## src/rtl/flush_pkg.sv

```systemverilog
package flush_pkg;

  typedef enum logic [2:0] {
    ST_IDLE,
    ST_RD,
    ST_EVAL,
    ST_WB,
    ST_CLR,
    ST_PAD,
    ST_SPWB,
    ST_SPFL
  } fsm_t;

  typedef enum logic {
    SP_WRITEBACK,
    SP_FLUSH
  } sp_kind_t;

  localparam logic [3:0] BE_N_WRITEBACK = 4'b0111;
  localparam logic [3:0] BE_N_FLUSH     = 4'b1101;

endpackage

```

## src/rtl/flush_req_arb.sv

```systemverilog
module flush_req_arb (
  input  logic idle,
  input  logic inv_req,
  input  logic wbinv_req,
  input  logic flush_req,
  output logic start,
  output logic wb_mode
);
  // Write-back requests win over invalidate-only so modified data survives.
  always_comb begin
    wb_mode = wbinv_req | flush_req;
    start   = idle & (wb_mode | inv_req);
  end
endmodule

```

## src/rtl/flush_floor_ctr.sv

```systemverilog
module flush_floor_ctr #(
  parameter int FLOOR = 66
) (
  input  logic clk,
  input  logic rst,
  input  logic clear,
  input  logic tick,
  output logic reached
);
  localparam int CW = $clog2(FLOOR + 1);

  logic [CW-1:0] cnt;

  always_ff @(posedge clk) begin
    if (rst || clear) begin
      cnt <= '0;
    end else if (tick && cnt != CW'(FLOOR)) begin
      cnt <= cnt + 1'b1;
    end
  end

  // True when the current counted cycle is the FLOOR-th one or later.
  assign reached = (cnt >= CW'(FLOOR - 1));
endmodule

```

## src/rtl/flush_sp_enc.sv

```systemverilog
module flush_sp_enc
  import flush_pkg::*;
#(
  parameter int ADDR_W = 32
) (
  input  sp_kind_t          kind,
  output logic [ADDR_W-3:0] sp_addr,
  output logic              sp_mio,
  output logic              sp_dc,
  output logic              sp_wr,
  output logic [3:0]        sp_be_n
);
  always_comb begin
    sp_addr = '0;
    sp_mio  = 1'b0;
    sp_dc   = 1'b0;
    sp_wr   = 1'b1;
    sp_be_n = (kind == SP_WRITEBACK) ? BE_N_WRITEBACK : BE_N_FLUSH;
  end
endmodule

```

## src/rtl/flush_seq.sv

```systemverilog
module flush_seq
  import flush_pkg::*;
#(
  parameter int NUM_LINES      = 16,
  parameter int ADDR_W         = 32,
  parameter int LINE_BYTES     = 16,
  parameter int FLOOR_PER_LINE = 4,
  parameter int FLOOR_EXTRA    = 2,
  localparam int IDX_W         = $clog2(NUM_LINES),
  localparam int OFF_W         = $clog2(LINE_BYTES),
  localparam int TAG_W         = ADDR_W - IDX_W - OFF_W
) (
  input  logic              clk,
  input  logic              rst,
  input  logic              inv_req,
  input  logic              wbinv_req,
  input  logic              flush_req,
  output logic              busy,
  output logic [IDX_W-1:0]  arr_addr,
  output logic              arr_clr,
  input  logic [TAG_W+1:0]  arr_rdata,
  output logic              wb_valid,
  input  logic              wb_ready,
  output logic [ADDR_W-1:0] wb_addr,
  output logic              sp_valid,
  input  logic              sp_ready,
  output logic [ADDR_W-3:0] sp_addr,
  output logic              sp_mio,
  output logic              sp_dc,
  output logic              sp_wr,
  output logic [3:0]        sp_be_n
);
  localparam int SCAN_FLOOR = FLOOR_PER_LINE * NUM_LINES + FLOOR_EXTRA;
  localparam logic [IDX_W-1:0] LAST_IDX = IDX_W'(NUM_LINES - 1);

  fsm_t             state;
  logic [IDX_W-1:0] idx;
  logic             wb_mode_q;
  logic             start;
  logic             arb_wb;
  logic             floor_ok;
  logic             floor_tick;
  logic             line_dirty;
  logic             last_line;
  sp_kind_t         kind;

  flush_req_arb u_arb (
    .idle      (state == ST_IDLE),
    .inv_req   (inv_req),
    .wbinv_req (wbinv_req),
    .flush_req (flush_req),
    .start     (start),
    .wb_mode   (arb_wb)
  );

  assign floor_tick = wb_mode_q &&
                      (state == ST_RD || state == ST_EVAL ||
                       state == ST_CLR || state == ST_PAD);

  flush_floor_ctr #(.FLOOR(SCAN_FLOOR)) u_floor (
    .clk     (clk),
    .rst     (rst),
    .clear   (start),
    .tick    (floor_tick),
    .reached (floor_ok)
  );

  assign line_dirty = arr_rdata[TAG_W+1] & arr_rdata[TAG_W];
  assign last_line  = (idx == LAST_IDX);

  always_ff @(posedge clk) begin
    if (rst) begin
      state     <= ST_IDLE;
      idx       <= '0;
      wb_mode_q <= 1'b0;
      wb_addr   <= '0;
    end else begin
      case (state)
        ST_IDLE: begin
          if (start) begin
            wb_mode_q <= arb_wb;
            idx       <= '0;
            state     <= arb_wb ? ST_RD : ST_CLR;
          end
        end
        ST_RD: state <= ST_EVAL;
        ST_EVAL: begin
          if (line_dirty) begin
            wb_addr <= {arr_rdata[TAG_W-1:0], idx, {OFF_W{1'b0}}};
            state   <= ST_WB;
          end else if (last_line) begin
            idx   <= '0;
            state <= ST_CLR;
          end else begin
            idx   <= idx + 1'b1;
            state <= ST_RD;
          end
        end
        ST_WB: begin
          if (wb_ready) begin
            if (last_line) begin
              idx   <= '0;
              state <= ST_CLR;
            end else begin
              idx   <= idx + 1'b1;
              state <= ST_RD;
            end
          end
        end
        ST_CLR: begin
          if (last_line) begin
            idx   <= '0;
            state <= wb_mode_q ? ST_PAD : ST_SPFL;
          end else begin
            idx <= idx + 1'b1;
          end
        end
        ST_PAD:  if (floor_ok) state <= ST_SPWB;
        ST_SPWB: if (sp_ready) state <= ST_SPFL;
        ST_SPFL: if (sp_ready) state <= ST_IDLE;
        default: state <= ST_IDLE;
      endcase
    end
  end

  assign busy     = (state != ST_IDLE);
  assign arr_addr = idx;
  assign arr_clr  = (state == ST_CLR);
  assign wb_valid = (state == ST_WB);
  assign sp_valid = (state == ST_SPWB) || (state == ST_SPFL);
  assign kind     = (state == ST_SPWB) ? SP_WRITEBACK : SP_FLUSH;

  flush_sp_enc #(.ADDR_W(ADDR_W)) u_enc (
    .kind    (kind),
    .sp_addr (sp_addr),
    .sp_mio  (sp_mio),
    .sp_dc   (sp_dc),
    .sp_wr   (sp_wr),
    .sp_be_n (sp_be_n)
  );
endmodule

```

## config.mk

```make
export PLATFORM = sky130hd
export DESIGN_NAME = flush_seq
export DESIGN_NICKNAME = d
export VERILOG_FILES = /design/src/rtl/flush_pkg.sv /design/src/rtl/flush_req_arb.sv /design/src/rtl/flush_floor_ctr.sv /design/src/rtl/flush_sp_enc.sv /design/src/rtl/flush_seq.sv
export SDC_FILE = /design/constraint.sdc
export NUM_CORES = 1
export LEC_CHECK = 0
export BUFFER_PORTS_ARGS = -buffer_cell sky130_fd_sc_hd__buf_2
export CORE_ASPECT_RATIO = 0.7
export CORE_UTILIZATION = 41
export CTS_CLUSTER_SIZE = 28
export DETAILED_ROUTE_END_ITERATION = 6
export GPL_ROUTABILITY_DRIVEN = 0
export GPL_TIMING_DRIVEN = 0
export PLACE_DENSITY_LB_ADDON = 0.15
export SLEW_MARGIN = 30
export SYNTH_ARGS = -nofsm -noshare
export SYNTH_HDL_FRONTEND = slang
export SYNTH_SLANG_ARGS = --single-unit
```

## constraint.sdc

```tcl
create_clock -name clk -period 2.2 [get_ports clk]
set_input_delay 0.22 -clock clk [delete_from_list [all_inputs] [get_ports clk]]
set_output_delay 0.22 -clock clk [all_outputs]
set_load 0.01 [all_outputs]
```

==> flow_summary.yaml <==
timing:
  rsz0062_at_grt: "no"
  setup_viol: 0
  maxSlewViolCount: 0
  max_freq_mhz: 544
  fin_setup_tns_ns: 0
  hold_viol: 0
  finClkSkew_ns: 0.00383
  layout_min_cycle_time_ns: 1.84
  worst_pin_slew_ns: 0.616
  slew_headroom_pct: 58.7
  holdWs_ns: 0.162
  fin_crit_sh_pct: 83.6
critical_path:
  ff2ff_path_depth: 5
  rr_endpoint: "state[0]"
  rrSetupSlack_ns: 0.36
  crit_required_ns: 2.38
  start_kind: "flop"
  worstSetupEndpoint: "state[0]"
  cp.arrival_ns: 2.02
  worstSetupEndpointType: "flop"
  cp_max_fo: 5
  r2r-start: "u_floor.cnt[2]"
  critical_path_class: "flop to flop"
  startpoint: "u_floor.cnt[2]"
layout:
  finalNonFillerCells: 459
  drive_gt1_share_pct: 31.8
  final_nets: 426
  syn_to_final_growth_pct: 32.2
  diodes: 0
  design_area_um2: 2890
power_and_ir_drop:
  power.total_mw: 2.37
  power.share.combinational_pct: 31.2
  peakVddDrop_uv: 363
  internal_power_mw: 1.60
  p_leak_nw: 1.41
  seqPwrFrac_pct: 38.8
  power_frac_clock_pct: 30.0
  p_sw_uw: 770
  power_density_nw_per_um2: 822
  p_sw_share_pct: 32.5
clocking:
  clock-root-buffer: "clkbuf_8"
  clockBufferDepth: 2
  clock_latency_ns: 0.29
  clkTransAtPathRegs_ns: 0.08
  cts_htree_levels: 2
  post_cts_buffers: 0
  cts_tree: "yes"
  cts_buffers: 5
  cts_resized: 0
  holdBufCountCts: 0
  clock_sinks: 43
synth:
  async_reset_ff_share_pct: 0
  synthAdderAreaFrac_pct: 2.29
  synthSimpleGateAreaFrac_pct: 21.5
  netlist_top_cells_count: "66 x nand2_1, 43 x dfxtp_1, 39 x buf_4"
  yosysWarnings: 0
  synthMuxAreaShare_pct: 0.458
  synth_area_um2: 2180
  ys_types: 43
  yosysSeqAreaShare_pct: 39.4
  synth-edff-count: 0
  synth_seq_cells: 43
  synth_compound_area_share_pct: 15.6
  synth-xor-area-share_pct: 2.81
  synth_ff_type: "dfxtp_1"
  synth_top_family_by_area: "simple AND/OR/NAND/NOR gates"
  syn_inst: 276
  synth_area_per_cell_um2: 7.91
  synth_most_common_cell: "nand2_1"
  synth_top_area_share_pct: 39.4
  yosys.area.top_type: "dfxtp_1"
  synth.area.top_cells: "dfxtp_1 39%, buf_4 13%, nand2_1 11%"
status:
  status: "complete, no violations"
route:
  first_pass_iters: 4
  highest_layer: "met4"
  drt_wl_total_um: 4930
  route.met3.wl_um: 446
  met2RoutedLength_um: 2130
  viasPerCell: 4.41
  num_vias: 2025
  ant_nets: 0
  routedWlPerCell_um: 10.7
  drc: 0
  drtIter0Drc: 113
  drt-met1-wl_um: 2350
min_path:
  hold_class: "input pin to flop"
global_routing:
  first_global_vias: 1757
  antenna_found_initial: 0
  gr-total-overflow: 0
  grt_max_degree: 14
  gr-usage-all-layers_pct: 17.9
  grt_pass1_wl_um: 7870
floorplanning:
  dieArea_um2: 5630
  core_area_um2: 4940
  dieWidth_um: 89.2
  rows: 21
  io_pins: 110
  die_y_um: 63.1
  initial_core_util_pct: 44.2
placed_design:
  place_inst: 451
  port_buffers: 69
  dpl-instance-area_um2: 2750
  dpl.hpwl_um: 3850
job:
  cap_viol_max_count: 0
power by group through the flow:
stage	clock, mW	combinational, mW	sequential, mW
floorplan	0	0.526	0.938
CTS	0.730	0.737	0.921
global placement	0	0.726	0.939
global route	0.767	0.825	0.934
detailed placement	0	0.734	0.938
finish	0.711	0.740	0.921
registers in the layout (all words and copies together), names as in the netlist:
register	count
arr_addr	4
state	3
u_floor.cnt	7
wb_addr	28
wb_mode_q	1
area by class of cell:
class                           count  area, µm²
Clock inverter                      2       60.1
Tap cell                           69       86.3
Sequential cell                    43        861
Buffer                             52        345
Fill cell                         487       2050
Multi-Input combinational cell    208       1080
Clock buffer                        6       72.6
Timing Repair Buffer               69        345
Inverter                           10       37.5
worst min-delay path by stage:
stage,slack [ns],cells past startpoint,endpoint,from
3_5_place_dp,0.44,2,wb_addr[26],wb_addr[26]
2_1_floorplan,0.36,2,wb_addr[10],arr_rdata[2]
4_1_cts,0.15,3,wb_addr[20],arr_rdata[12]
5_1_grt,0.15,3,wb_addr[26],arr_rdata[18]
3_3_place_gp,0.44,2,wb_addr[8],wb_addr[8]
6_report,0.16,3,wb_addr[27],arr_rdata[19]
per-layer routing:
metal  up-vias  global-route usage, %
met2        85                   28.7
met5         -                      0
met4         0                   4.76
li1       1069                      -
met1       869                   23.3
met3         2                   5.11
worst max-delay path, stage by stage, from the launching register on:
cell     delay [ns]
dfxtp_1        0.36
or4_4          0.57
o41ai_4        0.23
a31oi_2        0.19
a211o_1        0.32
o41ai_1        0.06
placed cells by master, fill, tap and decap left out, types with 2 or more instances in the layout:
cell	Yosys	layout
a211o_1	2	2
a21oi_1	32	32
a311oi_1	2	2
and3_1	2	2
buf_1	2	2
buf_2	3	72
buf_4	39	39
bufinv_16	0	2
clkbuf_1	8	9
clkbuf_8	0	5
conb_1	2	39
dfxtp_1	43	43
ha_1	4	4
inv_1	10	10
nand2_1	66	66
nand2b_1	3	3
nand3_1	3	3
nand4_1	4	4
nor2_1	14	14
nor2b_1	2	2
nor3_2	2	2
o21ai_0	4	4
or3_1	2	2
xor2_1	6	6
per-stage QoR:
stage | worst slack [ns] | util [%]
floorplan | 0.504 | -
global placement | 0.384 | 55.7
detailed placement | 0.375 | 55.7
CTS | 0.354 | 58.4
global route | 0.175 | 58.4
finish | 0.361 | 58.4
kinds of logic (layout without fill, tap and decap cells):
logic type	count (synthesis)	in the layout
multiplexers	1	1
AO/OA/AOI/OAI	52	52
XOR/XNOR	7	7
adder cells (fa/ha/maj)	4	4
flip-flops	43	43
AND/OR/NAND/NOR	105	105
other	2	39
buffers and inverters	62	139
Note: power is estimated with default switching activity, not from simulation.
